[config.mk]
export PLATFORM = sky130hd
export DESIGN_NAME = loss_scale_ctrl
export DESIGN_NICKNAME = d
export VERILOG_FILES = /design/src/rtl/lsc_pkg.sv /design/src/rtl/lsc_word_check.sv /design/src/rtl/lsc_step_tracker.sv /design/src/rtl/lsc_scale_reg.sv /design/src/rtl/loss_scale_ctrl.sv
export SDC_FILE = /design/constraint.sdc
export NUM_CORES = 1
export LEC_CHECK = 0
export ABC_CLOCK_PERIOD_IN_PS = 3850
export BUFFER_PORTS_ARGS = -buffer_cell sky130_fd_sc_hd__buf_4
export CAP_MARGIN = 40
export CORE_MARGIN = 3
export CORE_UTILIZATION = 50
export DETAILED_ROUTE_END_ITERATION = 16
export GPL_TIMING_DRIVEN = 0
export PLACE_DENSITY = 0.77
export SLEW_MARGIN = 20
export SYNTH_ARGS = -nofsm -noshare
export SYNTH_HDL_FRONTEND = slang
export SYNTH_HIERARCHICAL = 1
export SYNTH_SLANG_ARGS = --single-unit
[constraint.sdc]
create_clock -name clk -period 3.85 [get_ports clk]
set_clock_uncertainty 0.05 [all_clocks]
set_input_delay 1.155 -clock clk [delete_from_list [all_inputs] [get_ports clk]]
set_output_delay 1.155 -clock clk [all_outputs]
set_load 0.005 [all_outputs]
[src/rtl/lsc_pkg.sv]
package lsc_pkg;
  localparam int FP_EXP_W = 5;
  localparam int FP_MAN_W = 10;
  localparam int FP_W     = 1 + FP_EXP_W + FP_MAN_W;

  // Exponent field all ones: infinity or NaN
  function automatic logic fp_nonfinite(input logic [FP_W-1:0] w);
    return &w[FP_W-2 -: FP_EXP_W];
  endfunction
endpackage

[src/rtl/lsc_word_check.sv]
module lsc_word_check
  import lsc_pkg::*;
(
  input  logic            word_ok,
  input  logic [FP_W-1:0] word,
  output logic            word_bad
);
  always_comb word_bad = word_ok & fp_nonfinite(word);
endmodule

[src/rtl/lsc_step_tracker.sv]
module lsc_step_tracker (
  input  logic clk,
  input  logic rst,
  input  logic step_start,
  input  logic grad_valid,
  input  logic grad_last,
  input  logic word_bad,
  output logic accept,
  output logic step_end,
  output logic step_skip,
  output logic overflow_flag,
  output logic decision_valid,
  output logic decision_commit
);
  logic in_step;
  logic flag_base;

  // Words count only inside an open step and never on the opening cycle
  assign accept    = grad_valid & in_step & ~step_start;
  assign step_end  = accept & grad_last;
  assign flag_base = step_start ? 1'b0 : overflow_flag;
  assign step_skip = flag_base | word_bad;

  always_ff @(posedge clk) begin
    if (rst) begin
      in_step         <= 1'b0;
      overflow_flag   <= 1'b0;
      decision_valid  <= 1'b0;
      decision_commit <= 1'b0;
    end else begin
      overflow_flag <= flag_base | word_bad;
      if (step_start) begin
        in_step        <= 1'b1;
        decision_valid <= 1'b0;
      end else if (step_end) begin
        in_step         <= 1'b0;
        decision_valid  <= 1'b1;
        decision_commit <= ~step_skip;
      end
    end
  end

  AST_STICKY_FLAG: assert property (@(posedge clk) disable iff (rst)
    overflow_flag && !step_start |=> overflow_flag);
  AST_DECISION_HELD: assert property (@(posedge clk) disable iff (rst)
    decision_valid && !step_start |=> decision_valid && $stable(decision_commit));
  AST_START_CLEARS: assert property (@(posedge clk) disable iff (rst)
    step_start |=> !decision_valid && !overflow_flag);
endmodule

[src/rtl/lsc_scale_reg.sv]
module lsc_scale_reg #(
  parameter int EXP_W       = 6,
  parameter int CNT_W       = 16,
  parameter int INIT_EXP    = 15,
  parameter int MIN_EXP     = 0,
  parameter int MAX_EXP     = 24,
  parameter int DEF_GROWTH  = 2000
) (
  input  logic             clk,
  input  logic             rst,
  input  logic             step_end,
  input  logic             step_skip,
  input  logic [CNT_W-1:0] growth_interval,
  output logic [EXP_W-1:0] scale_exp
);
  localparam logic [EXP_W-1:0] EXP_LO   = EXP_W'(MIN_EXP);
  localparam logic [EXP_W-1:0] EXP_HI   = EXP_W'(MAX_EXP);
  localparam logic [EXP_W-1:0] EXP_INIT = EXP_W'(INIT_EXP);
  localparam logic [CNT_W-1:0] IV_DEF   = CNT_W'(DEF_GROWTH);

  logic [CNT_W-1:0] clean_cnt;
  logic [CNT_W-1:0] eff_iv;
  logic [CNT_W:0]   cnt_inc;
  logic             grow_now;

  assign eff_iv   = (growth_interval == '0) ? IV_DEF : growth_interval;
  assign cnt_inc  = {1'b0, clean_cnt} + 1'b1;
  assign grow_now = cnt_inc >= {1'b0, eff_iv};

  always_ff @(posedge clk) begin
    if (rst) begin
      scale_exp <= EXP_INIT;
      clean_cnt <= '0;
    end else if (step_end) begin
      if (step_skip) begin
        clean_cnt <= '0;
        if (scale_exp > EXP_LO) scale_exp <= scale_exp - 1'b1;
      end else if (grow_now) begin
        clean_cnt <= '0;
        if (scale_exp < EXP_HI) scale_exp <= scale_exp + 1'b1;
      end else begin
        clean_cnt <= cnt_inc[CNT_W-1:0];
      end
    end
  end

  AST_EXP_BOUNDS: assert property (@(posedge clk) disable iff (rst)
    scale_exp >= EXP_LO && scale_exp <= EXP_HI);
  AST_SKIP_LOWERS: assert property (@(posedge clk) disable iff (rst)
    step_end && step_skip |=> scale_exp == (($past(scale_exp) > EXP_LO) ? $past(scale_exp) - 1'b1 : EXP_LO));
  AST_CLEAN_NO_DROP: assert property (@(posedge clk) disable iff (rst)
    step_end && !step_skip |=> scale_exp >= $past(scale_exp));
endmodule

[src/rtl/loss_scale_ctrl.sv]
module loss_scale_ctrl
  import lsc_pkg::*;
#(
  parameter int EXP_W      = 6,
  parameter int CNT_W      = 16,
  parameter int INIT_EXP   = 15,
  parameter int MIN_EXP    = 0,
  parameter int MAX_EXP    = 24,
  parameter int DEF_GROWTH = 2000
) (
  input  logic             clk,
  input  logic             rst,
  input  logic             step_start,
  input  logic             grad_valid,
  input  logic             grad_last,
  input  logic [FP_W-1:0]  grad_data,
  input  logic [CNT_W-1:0] growth_interval,
  output logic [EXP_W-1:0] scale_exp,
  output logic             decision_valid,
  output logic             decision_commit,
  output logic             overflow_flag
);
  logic accept, word_bad, step_end, step_skip;

  lsc_word_check u_check (
    .word_ok  (accept),
    .word     (grad_data),
    .word_bad (word_bad)
  );

  lsc_step_tracker u_track (
    .clk             (clk),
    .rst             (rst),
    .step_start      (step_start),
    .grad_valid      (grad_valid),
    .grad_last       (grad_last),
    .word_bad        (word_bad),
    .accept          (accept),
    .step_end        (step_end),
    .step_skip       (step_skip),
    .overflow_flag   (overflow_flag),
    .decision_valid  (decision_valid),
    .decision_commit (decision_commit)
  );

  lsc_scale_reg #(
    .EXP_W(EXP_W), .CNT_W(CNT_W), .INIT_EXP(INIT_EXP),
    .MIN_EXP(MIN_EXP), .MAX_EXP(MAX_EXP), .DEF_GROWTH(DEF_GROWTH)
  ) u_scale (
    .clk             (clk),
    .rst             (rst),
    .step_end        (step_end),
    .step_skip       (step_skip),
    .growth_interval (growth_interval),
    .scale_exp       (scale_exp)
  );

  AST_EXP_AT_DECISION: assert property (@(posedge clk) disable iff (rst)
    !$stable(scale_exp) |-> $rose(decision_valid));
  AST_SKIP_HAS_FLAG: assert property (@(posedge clk) disable iff (rst)
    decision_valid && !decision_commit |-> overflow_flag);
endmodule

# Word level (Yosys, flattened, before mapping)
# Cells that the tools add are included.
[totals]
register_bits = 26
ramBits = 0
romBits = 0
mem_count = 0
latch_bits = 0
[classes]
add_sub_neg = 3
reduce_logical = 8
n_mul = 0
n_div = 0
eq_ne = 1
magnitude_cmp = 3
mux = 10
n_shift = 0
n_bitwise = 7
[ops]
columns = ["op", "count"]
rows = [
  ["$mux W16", 3],
  ["$mux W6", 4],
  ["$add A16 B1 Y17 const B", 1],
  ["$ge A17 B16 Y1", 1],
  ["$logic_not A16 Y1", 1],
  ["$add A6 B1 Y6 const B", 1],
  ["$gt A6 B1 Y1 const B", 1],
  ["$lt A6 B5 Y1 const B", 1],
  ["$reduce_bool A2 Y1", 3],
  ["$sub A6 B1 Y6 const B", 1],
  ["$reduce_and A5 Y1", 1],
  ["$and A1 B1 Y1", 4],
  ["$reduce_and A4 Y1", 1],
  ["$mux W1", 3],
  ["$ne A2 B1 Y1 const B", 1],
  ["$not A1 Y1", 2],
  ["$reduce_and A2 Y1", 1],
  ["$reduce_or A2 Y1", 1],
  ["$or A1 B1 Y1", 1],
]

# Longest topological paths before layout
# Gate-level depths: netlist (run 1).
[depth]
depth_word = 6
depth_mapped = 16
ltp_nobuf = 13

# By module
# The synthesis (run 1) kept the hierarchy.
[by_module_without_submodules]
columns = ["module", "area_per_inst_um2", "n_inst", "seq_area_each_um2", "cells_each"]
rows = [
  ["lsc_scale_reg", 1970.6, 1, 440.4, 246],
  ["lsc_step_tracker", 176.4, 1, 80.1, 17],
  ["lsc_word_check", 13.8, 1, 0.0, 3],
]

# Worst setup path after synthesis (run 1)
# Ideal clock, no wire load.
[synth_path]
kind = "input to register"
from = "input port growth_interval[2]"
to = "register u_scale.scale_exp[4]"
required_time_ns = 3.679
path_stages = 10
setup_slack_ns = 0.100
setup_ns = 0.121
arrival_time_ns = 3.578
n_path_buf = 1
path_cell_list = "nor4_1 -> and4_1 -> clkbuf_1 -> nor2_1 -> ha_1 -> a211oi_1 -> nor2_1 -> o41ai_2 -> a21o_4 -> mux2_4"
[synth_via]
elab_chain_len = 5
[synth_lines]
columns = ["element", "line", "source"]
rows = [
  ["start, declared", "loss_scale_ctrl.sv:17", "input logic [CNT_W-1:0] growth_interval,"],
  ["$logic_not A16 Y1", "lsc_scale_reg.sv:26", "assign eff_iv = (growth_interval == '0) ? IV_DEF : growth_interval;"],
  ["$mux W16 (*)", "lsc_scale_reg.sv:26", ""],
  ["$ge A17 B16 Y1 (*)", "lsc_scale_reg.sv:28", "assign grow_now = cnt_inc >= {1'b0, eff_iv};"],
  ["$reduce_bool A2 Y1 (no line) (*)", "-", ""],
  ["$reduce_and A4 Y1 (no line) (*)", "-", ""],
  ["end signal, assigned", "lsc_scale_reg.sv:37", "if (scale_exp > EXP_LO) scale_exp <= scale_exp - 1'b1;"],
  ["end signal, assigned", "lsc_scale_reg.sv:40", "if (scale_exp < EXP_HI) scale_exp <= scale_exp + 1'b1;"],
  ["end, declared", "lsc_scale_reg.sv:14", "output logic [EXP_W-1:0] scale_exp"],
]
# Mark *: on every way between the ends. The rest lies on a longest branch, timed or not.
# A chain may end at the register's enable or synchronous reset.

# Final worst setup path (run 1)
[layout_path]
from = "input port growth_interval[10]"
to = "register u_scale.scale_exp[4]"
# Same word-level chain as after synthesis.

==> results of run 1 <==
## synthesized netlist by cell type (all sizes together) (2+ instances only)
cell type	n	area, sq um
nand2	30	112.6
dfxtp	26	520.5
inv	25	93.84
nor2	24	90.09
ha	21	262.8
a21oi	14	73.82
xnor2	14	122.6
nand4	9	71.32
nor2b	9	56.30
nand3	8	45.04
nor3	7	40.04
nor4	7	58.81
o32ai	7	61.31
buf	6	57.55
clkbuf	6	22.52
nand2b	5	38.78
a211o	4	35.03
o21ai	4	20.02
a21o	3	30.02
mux2i	3	30.03
a211oi	2	15.01
a31oi	2	27.53
a41oi	2	17.52
and3	2	12.51
and4	2	17.52
mux2	2	26.27
nand3b	2	15.01
o211ai	2	15.01
or4	2	15.01
xor2	2	17.52
## placed cells by master (no fill, tap or decap), types with 5 or more instances in the layout
| master | netlist | routed |
|---|---|---|
| buf_4 | 1 | 35 |
| nor2_1 | 24 | 24 |
| ha_1 | 21 | 21 |
| nor2b_1 | 9 | 9 |
| nand3_1 | 7 | 6 |
| nand4_1 | 8 | 8 |
| a21oi_1 | 13 | 13 |
| inv_1 | 25 | 25 |
| dfxtp_1 | 26 | 26 |
| nand2_1 | 30 | 30 |
| nor3_1 | 6 | 5 |
| clkbuf_1 | 6 | 5 |
| o32ai_1 | 7 | 7 |
| xnor2_1 | 14 | 14 |
## flip-flops by register name (all words and copies together), names as in the netlist
signal	count
u_track/decision_commit	1
u_track/in_step	1
u_track/decision_valid	1
u_scale/scale_exp	6
u_scale/clean_cnt	16
u_track/overflow_flag	1
## routing by layer
layer / up-vias / GRT usage, %
li1: 1020 / -
met1: 930 / 25.99
met2: 61 / 33.47
met3: 6 / 1.964
met4: 0 / 7.098
met5: - / 0
## logic make-up (layout without fill, tap and decap cells)
family / count (synthesis) / after routing / synth area share [%]
AOI/OAI and AO/OA: 45 / 45 / 16.21
xor gates and xnor gates: 16 / 16 / 6.485
adders and majority gates: 22 / 22 / 13.09
buffers and inverters: 38 / 76 / 8.512
DFF: 26 / 26 / 24.09
muxes: 5 / 5 / 2.605
and+or+nand+nor: 114 / 114 / 29.01
## where the power goes
| part | total [mW] | internal (mW) | switching, mW |
|---|---|---|---|
| sequential | 0.272 | 0.270 | 0.00138 |
| clock | 0.171 | 0.0912 | 0.0800 |
| combinational | 0.0593 | 0.0311 | 0.0282 |
| total | 0.502 | 0.392 | 0.110 |
## what timing repair did
item | 4_1_cts | 5_1_grt
setup endpoints to repair | 2 | 12
gates resized for setup | 0 | 8
pin swaps | 2 | 2
## layout make-up
type / count / area, sq um / share of cell area (%)
plain buffers: 12 / 86.33 / 3.356
flip-flops and latches: 26 / 520.5 / 20.23
multi-input cells: 202 / 1494 / 58.07
inverters: 25 / 93.84 / 3.648
repair buffers: 35 / 260.3 / 10.12
well taps: 50 / 62.56 / 2.432
clock buffers: 4 / 55.05 / 2.140
## critical path: cells and delay by family
family | cells | cell delay [ns]
simple gates | 3 | 0.64
mux | 1 | 0.30
fa+ha+maj | 1 | 0.31
compound gates | 4 | 0.92
buf+inv | 2 | 0.40
## per-stage QoR
stage                     std cells  utilization, %  setup TNS, ns  power [mW]
after detailed placement        351           60.78         -2.576      0.3358
final                           354           62.95              0      0.5021
after floorplan                 266               -              0      0.3052
after CTS                       355           62.12              0      0.5087
after global routing            354           62.95              0      0.5246
after global placement          350           60.66         -5.476      0.3344
## final timing paths
check / startpoint / cells after the start / endpoint
worst max-delay path: growth_interval[10] / 11 / u_scale/scale_exp[4]
worst min register to register: u_track/decision_commit / 2 / u_track/decision_commit
worst min-delay path: u_track/decision_commit / 2 / u_track/decision_commit
worst max register to register: u_scale/clean_cnt[0] / 15 / u_scale/scale_exp[5]
==> impl_metrics.ini, run 1 <==
[sta]
layout_setup_ws_ns = 0.2383
clock.fmax_mhz = 276.9
maxSlewHeadroom_pct = 67.99
rsz0062_at_grt = false
maxSlewViolCount = 0
timing.final.crit_share_pct = 93.81
min_period_ns = 3.612
tightest_slew_ns = 0.4680
setup_violations = 0
hold_slack_ns = 0.4386
hold_violations = 0

[grt]
antenna_found_initial = 0
grt_use_total_pct = 19.76
grt_pass1_vias = 1890
grt_max_degree = 15
grt_pass1_wl_mm = 8.355
overflow = 0

[clock_tree]
hold_buffers = 0
cts_inserted_buffers = 3
tritoncts = done
clock_latency_ns = 0.26
cts_setup_buffers = 0
cts_sinks = 26
h-tree-depth = 1
cts.root.buffer_cell = clkbuf_8
clk_path_buf_depth = 2
path_clk_slew_ns = 0.08

[worst_setup_path]
worst-endpoint-arrival_ns = 3.72
worst_setup_path_start_kind = input port
crit_chain = buf_4, nor4_2, and4_4, nor2_1, ha_1, a21oi_1, a21oi_1, o41ai_2, buf_2, a21o_4, mux2_4
rrSetupSlack_ns = 0.25
crit_required_ns = 3.96
end_kind = flop
worst_path_max_delay_cell = o41ai_2
crit_type = input port to flop
cpPeakStageDelay_ns = 0.49
cp_common_cell = a21oi_1
critical_path.max_fanout = 7

[routing]
totalWireLength_mm = 4.921
wl_met1_mm = 2.302
wire_per_inst_microns = 13.90
wl_met2_mm = 2.327
avgViaCountPerCell = 5.698
met3WireLength_microns = 230
detail-route-antenna-nets = 0
vias = 2017
first_pass_iters = 4
drt_iter0_drc = 40
top_layer_used = met4
post-route-drc-count = 0

[finish]
syn_to_final_growth_pct = 19.05
fillers = 382
final_area_sq_um = 2572
diodes = 0
drive_gt1_share_pct = 20.39
final_nets = 364

[status]
outcome = finished, final reports clean

[synthesis]
synth_edf_count = 0
netlist_area_sq_um = 2161
ys_warn_count = 6
ys.flop_type = dfxtp_1
synth_seq_area_share_pct = 24.09
synth.avg_cell_area_sq_um = 8.123
yosysUniqueCellTypes = 55
syn_nets = 325
ys_seq_elements = 26
synthArstFlopShare_pct = 0
netlist_instances = 266

[placement]
pre_cts_slack_ns = -0.3111
placed_cell_area_sq_um = 2484
dp_hpwl_mm = 3.931
portBuffers = 34
gp_congestion = 0.8057

[floorplanning]
io_pins = 46
coreArea_sq_um = 4086
initial_core_util_pct = 52.88
dieArea_sq_um = 5147
die-width_microns = 71.74
rows = 23
die_h_microns = 71.74

[pwr]
ir_worst_vdd_v = 0.0001682
powerDensity_nw_per_um2 = 195.2
leakage_nw = 1.137

[min_path]
min_path_type = flop to flop

[job]
maxCapViolations = 0
Note: power is estimated with default switching activity, not from simulation.
==> run 2: changes to the inputs <==
--- a/config.mk
+++ b/config.mk
@@ -12,7 +12,7 @@
 export CORE_UTILIZATION = 50
 export DETAILED_ROUTE_END_ITERATION = 16
 export GPL_TIMING_DRIVEN = 0
-export PLACE_DENSITY = 0.77
+export PLACE_DENSITY_LB_ADDON = 0.2
 export SLEW_MARGIN = 20
 export SYNTH_ARGS = -nofsm -noshare
 export SYNTH_HDL_FRONTEND = slang
==> run 2 against run 1 <==
Compared with the run above: critical path depth decreased by 1; clock-buffer cell count did not move; worst setup slack got worse by 0.083 ns; largest cell class unchanged; largest power group unchanged; highest routed layer unchanged.
==> impl_metrics.ini, run 2 (same netlist as run 1, synthesis figures left out) <==
[routing]
wire_per_inst_microns = 13.40
totalWireLength_mm = 4.783
drt_iter0_drc = 37
avgViaCountPerCell = 5.611
vias = 2003
first_pass_iters = 4
detail-route-antenna-nets = 0
post-route-drc-count = 0

[sta]
hold_violations = 0
tightest_slew_ns = 0.4342
timing.final.crit_share_pct = 95.98
setup_violations = 0
min_period_ns = 3.695
setup_tns_ns = 0
clock.fmax_mhz = 270.6
maxSlewHeadroom_pct = 70.30
maxSlewViolCount = 0
rsz0062_at_grt = true

[pwr]
leakage_nw = 1.162
power_uw = 504.4
ir_worst_vdd_v = 0.0001640
power_frac_seq_pct = 53.8
clock_power_share_pct = 34.6
powerDensity_nw_per_um2 = 193.9
p_sw_uw = 111.9
swShare_pct = 22.19
internal_power_uw = 392.5
combPwrFrac_pct = 11.6

[clock_tree]
tritoncts = done
clock_latency_ns = 0.27
cts_sinks = 26
h-tree-depth = 1
cts.root.buffer_cell = clkbuf_8
hold_buffers = 0
clk_path_buf_depth = 2
cts_inserted_buffers = 3
path_clk_slew_ns = 0.09

[job]
maxCapViolations = 0

[finish]
instances_no_fill = 357
diodes = 0
final_common_cell = buf_4
largest_reg_flops = 16
final_nets = 367
syn_to_final_growth_pct = 20.38
top_regs = u_scale/clean_cnt (16), u_scale/scale_exp (6)
drive_gt1_share_pct = 20.85
layout_common_cells = buf_4, nand2_1, dfxtp_1, inv_1, nor2_1
regMostFlops = u_scale/clean_cnt
final_area_sq_um = 2601

[status]
outcome = finished, final reports clean

[min_path]
hold_end = u_scale/clean_cnt[9]
min_path_type = flop to flop
min-delay-start = u_scale/clean_cnt[9]
holdPathStages = 2

[floorplanning]
initial_core_util_pct = 52.88
coreArea_sq_um = 4086
die_h_microns = 71.74
dieArea_sq_um = 5147
rows = 23
io_pins = 46
die-width_microns = 71.74

[grt]
overflow = 0
antenna_found_initial = 0
grt_pass1_vias = 1813
grt_use_total_pct = 18.73
grt_pass1_wl_mm = 7.948
grt_max_degree = 15

[placement]
gp_congestion = 0.7872
place_inst = 351
portBuffers = 34
dp_hpwl_mm = 3.823
placed_cell_area_sq_um = 2486

[worst_setup_path]
rrSetupSlack_ns = 0.23
crit_type = input port to flop
end_kind = flop
r2r_start = u_scale/clean_cnt[0]
worst_setup_path_start_kind = input port
reg2regPathDepth = 12
crit_required_ns = 4.00
worst_path_max_delay_cell = or4_1
crit_chain = buf_4, nor4_1, and4_4, nor2_1, ha_1, a211oi_1, nor2_1, o41a_1, or4_1, a31oi_1
r2r_end = u_scale/clean_cnt[2]
cpPeakStageDelay_ns = 0.53
critical_path.max_fanout = 6
cp_common_cell = nor2_1
worst-endpoint-arrival_ns = 3.84
-- run 2: cell count changes in the layout (fill, tap and decap cells not counted), sizes merged --
cell,previous run,this run
buf,41,44
-- run 2: critical path, delay by kind of cell --
family                     cells  cell delay [ns]
AOI/OAI and AO/OA              3             0.93
adders and majority gates      1             0.29
buffers and inverters          1             0.11
and+or+nand+nor                5             1.36
-- run 2: power groups by stage --
stage,logic [mW],registers [mW],clock network [mW]
6_report,0.0584,0.272,0.174
5_1_grt,0.0661,0.272,0.192
4_1_cts,0.0580,0.272,0.182
3_5_place_dp,0.0577,0.278,0
3_3_place_gp,0.0569,0.278,0
2_1_floorplan,0.0276,0.278,0
-- run 2: area by class of cell --
class	count	area (sq um)
buffer	12	86.33
clock buffer	4	55.05
fill	356	1485
inverter	25	93.84
multi-input combinational	202	1498
sequential	26	520.5
tap	50	62.56
timing repair buffer	38	285.3
-- run 2: timing repair --
| action | 4_1_cts | 5_1_grt |
|---|---|---|
| pin swaps | 1 | 2 |
| resized for setup | 2 | 6 |
| endpoints found under the setup margin | 1 | 9 |
| buffers inserted | 0 | 3 |
-- run 2: metrics by stage --
stage	utilization [%]	hold slack (ns)	setup WS [ns]
3_5_place_dp	60.84	0.4267	-0.3387
6_report	63.66	0.4381	0.1549
4_1_cts	62.58	0.4410	0.01643
3_3_place_gp	60.66	0.4122	-0.5524
5_1_grt	63.66	0.4630	-0.01765
2_1_floorplan	-	0.4005	0.1003
-- run 2: routing by layer --
layer  global-route usage, %  vias to the layer above  part of all wire, %
met3                   1.543                        4                  4.8
met4                   4.802                        0                 0.71
li1                        -                     1031                    -
met2                   33.06                       46                   49
met5                       0                        -                    0
met1                   24.49                      922                   46
-- run 2: worst max-delay path by stage --
stage	cells after the start	slack [ns]	start	to
global placement	11	-0.55	growth_interval[2]	u_scale/scale_exp[2]
CTS	16	0.02	u_scale/clean_cnt[2]	u_scale/scale_exp[5]
finish	10	0.15	growth_interval[2]	u_scale/clean_cnt[2]
floorplan	10	0.10	growth_interval[2]	u_scale/scale_exp[4]
global route	13	-0.02	u_scale/clean_cnt[0]	u_scale/clean_cnt[2]
detailed placement	12	-0.34	growth_interval[2]	u_scale/scale_exp[4]
==> run 3: changes to the inputs <==
--- a/config.mk
+++ b/config.mk
@@ -5,14 +5,15 @@
 export SDC_FILE = /design/constraint.sdc
 export NUM_CORES = 1
 export LEC_CHECK = 0
-export ABC_CLOCK_PERIOD_IN_PS = 3850
-export BUFFER_PORTS_ARGS = -buffer_cell sky130_fd_sc_hd__buf_4
+export ABC_CLOCK_PERIOD_IN_PS = 3000
 export CAP_MARGIN = 40
 export CORE_MARGIN = 3
-export CORE_UTILIZATION = 50
+export CORE_UTILIZATION = 58
 export DETAILED_ROUTE_END_ITERATION = 16
+export DONT_BUFFER_PORTS = 1
 export GPL_TIMING_DRIVEN = 0
 export PLACE_DENSITY_LB_ADDON = 0.2
+export RECOVER_POWER = 100
 export SLEW_MARGIN = 20
 export SYNTH_ARGS = -nofsm -noshare
 export SYNTH_HDL_FRONTEND = slang
==> constraint.sdc (replaced) <==
create_clock -name clk -period 3 [get_ports clk]
set_clock_uncertainty 0.05 [all_clocks]
set_input_delay 0.9 -clock clk [delete_from_list [all_inputs] [get_ports clk]]
set_output_delay 0.9 -clock clk [all_outputs]
set_load 0.005 [all_outputs]
==> run 3 against run 2 <==
Compared with the run above: the run now ends with setup timing left; hold slack improved by 0.016 ns; total power increased by 40%; clock-buffer cell count decreased by 1; critical path depth unchanged; sequential share of layout area decreased by 1.8 points; die area decreased by 13%; core utilization increased by 22 points; critical endpoint is now u_scale/clean_cnt[0].
==> impl_metrics.ini, run 3 (same netlist as run 1, synthesis figures left out) <==
[routing]
avgViaCountPerCell = 6.405
first_pass_iters = 4
wire_per_inst_microns = 20.23
drt_iter0_drc = 132
totalWireLength_mm = 7.041
vias = 2229
post-route-drc-count = 0
detail-route-antenna-nets = 0

[worst_setup_path]
worst-endpoint-arrival_ns = 3.42
cp_num_buf_inv = 1
r2r_end = u_scale/scale_exp[4]
crit_required_ns = 3.15
reg2regPathDepth = 12
rrSetupSlack_ns = -0.22
critical_path.max_fanout = 5
crit_chain = nor4_2, and4_4, nor2_1, ha_1, nand4_1, buf_4, nor3_4, o41a_1, or4_1, a21oi_1
cp_num_cells = 10
cp-startpoint = growth_interval[9]
critical_path.top_delay_family = simple AND/OR/NAND/NOR gates
worst_setup_path_start_kind = input port
r2r_start = u_scale/clean_cnt[0]
end_kind = flop
worst_path_max_delay_cell = or4_1
crit_end = u_scale/clean_cnt[0]
crit_type = input port to flop
cpPeakStageDelay_ns = 0.54

[clock_tree]
cts.root.buffer_cell = clkbuf_8
hold_buffers = 0
clock_latency_ns = 0.28
clk_path_buf_depth = 2
tritoncts = done
h-tree-depth = 1
cts_inserted_buffers = 3
cts_sinks = 26
path_clk_slew_ns = 0.09

[finish]
multi_input_area_sq_um = 1836
fillers = 186
drive_gt1_share_pct = 36.09
diodes = 0
instances_no_fill = 348
largest_reg_flops = 16
top_regs = u_scale/clean_cnt (16), u_scale/scale_exp (6)
final_area_sq_um = 2962
regMostFlops = u_scale/clean_cnt
utilization_pct = 85.39
layout_common_cells = buf_4, nand2_1, inv_1, nor2_1, dfxtp_1
final_common_cell = buf_4
final_nets = 362
regArea_sq_um = 538.0
syn_to_final_growth_pct = 37.06

[pwr]
ir_worst_vdd_v = 0.0002782
powerDensity_nw_per_um2 = 238.2
leakage_nw = 1.257
power_uw = 705.5

[grt]
antenna_found_initial = 0
grt_use_total_pct = 26.60
grt_pass1_wl_mm = 9.094
overflow = 0
grt_max_degree = 16
grt_pass1_vias = 1996

[placement]
pre_cts_slack_ns = -0.6937
portBuffers = 0
gp_congestion = 0.8417
placed_cell_area_sq_um = 2270
dp_hpwl_mm = 3.583
place_inst = 312

[sta]
rsz0062_at_grt = true
setup_tns_ns = -3.175
hold_violations = 0
min_period_ns = 3.272
clock.fmax_mhz = 305.6
maxSlewHeadroom_pct = 58.34
timing.final.crit_share_pct = 109.1
hold_slack_ns = 0.4538
layout_setup_ws_ns = -0.2719
maxSlewViolCount = 0
tightest_slew_ns = 0.6250
setup_violations = 22

[job]
maxCapViolations = 0

[floorplanning]
dieArea_sq_um = 4494
io_pins = 46
initial_core_util_pct = 62.30
rows = 21
coreArea_sq_um = 3468
die-width_microns = 67.04
die_h_microns = 67.04

[min_path]
holdPathStages = 2
min-delay-start = u_track/in_step
min_path_type = flop to flop

[status]
violations = setup timing
outcome = finished, violations left
## run 3: worst min path at each step
| stage | slack, ns | endpoint |
|---|---|---|
| after CTS | 0.45 | u_scale/clean_cnt[9] |
| final | 0.45 | u_track/in_step |
| after floorplan | 0.40 | u_scale/clean_cnt[9] |
| after detailed placement | 0.43 | u_scale/clean_cnt[9] |
| after global routing | 0.48 | u_track/decision_commit |
| after global placement | 0.41 | u_scale/clean_cnt[9] |
## run 3: what timing repair did
action / in CTS / in global routing
pin swaps: 26 / 26
hold endpoints to repair: 0 / 0
setup buffers: 28 / 9
endpoints found under the setup margin: 22 / 22
resized for setup: 37 / 41
## run 3: per-layer routing
layer	vias to the layer above	track usage (%)	part of all wire, %
met2	119	47.98	49
met4	0	8.608	4.1
met5	-	0	0
met3	30	4.553	9.2
li1	1019	-	-
met1	1061	31.39	38
## run 3: cell type report
cell class | count | area share [%]
multi-input combinational | 202 | 61.98
sequential | 26 | 18.17
timing repair buffer | 36 | 10.44
inverter | 25 | 3.169
tap | 46 | 1.943
buffer | 9 | 1.901
clock buffer | 3 | 1.394
clock inverter | 1 | 1.014
## run 3: where the power goes
part	internal (mW)	switching (mW)
sequential	0.343	0.00182
clock	0.179	0.117
combinational	0.0272	0.0371
## run 3: worst min-delay path, cell delays in order, from the launching register on
cell and delay, ns:
dfxtp_1 0.33, nor2_1 0.10, nor3_1 0.04
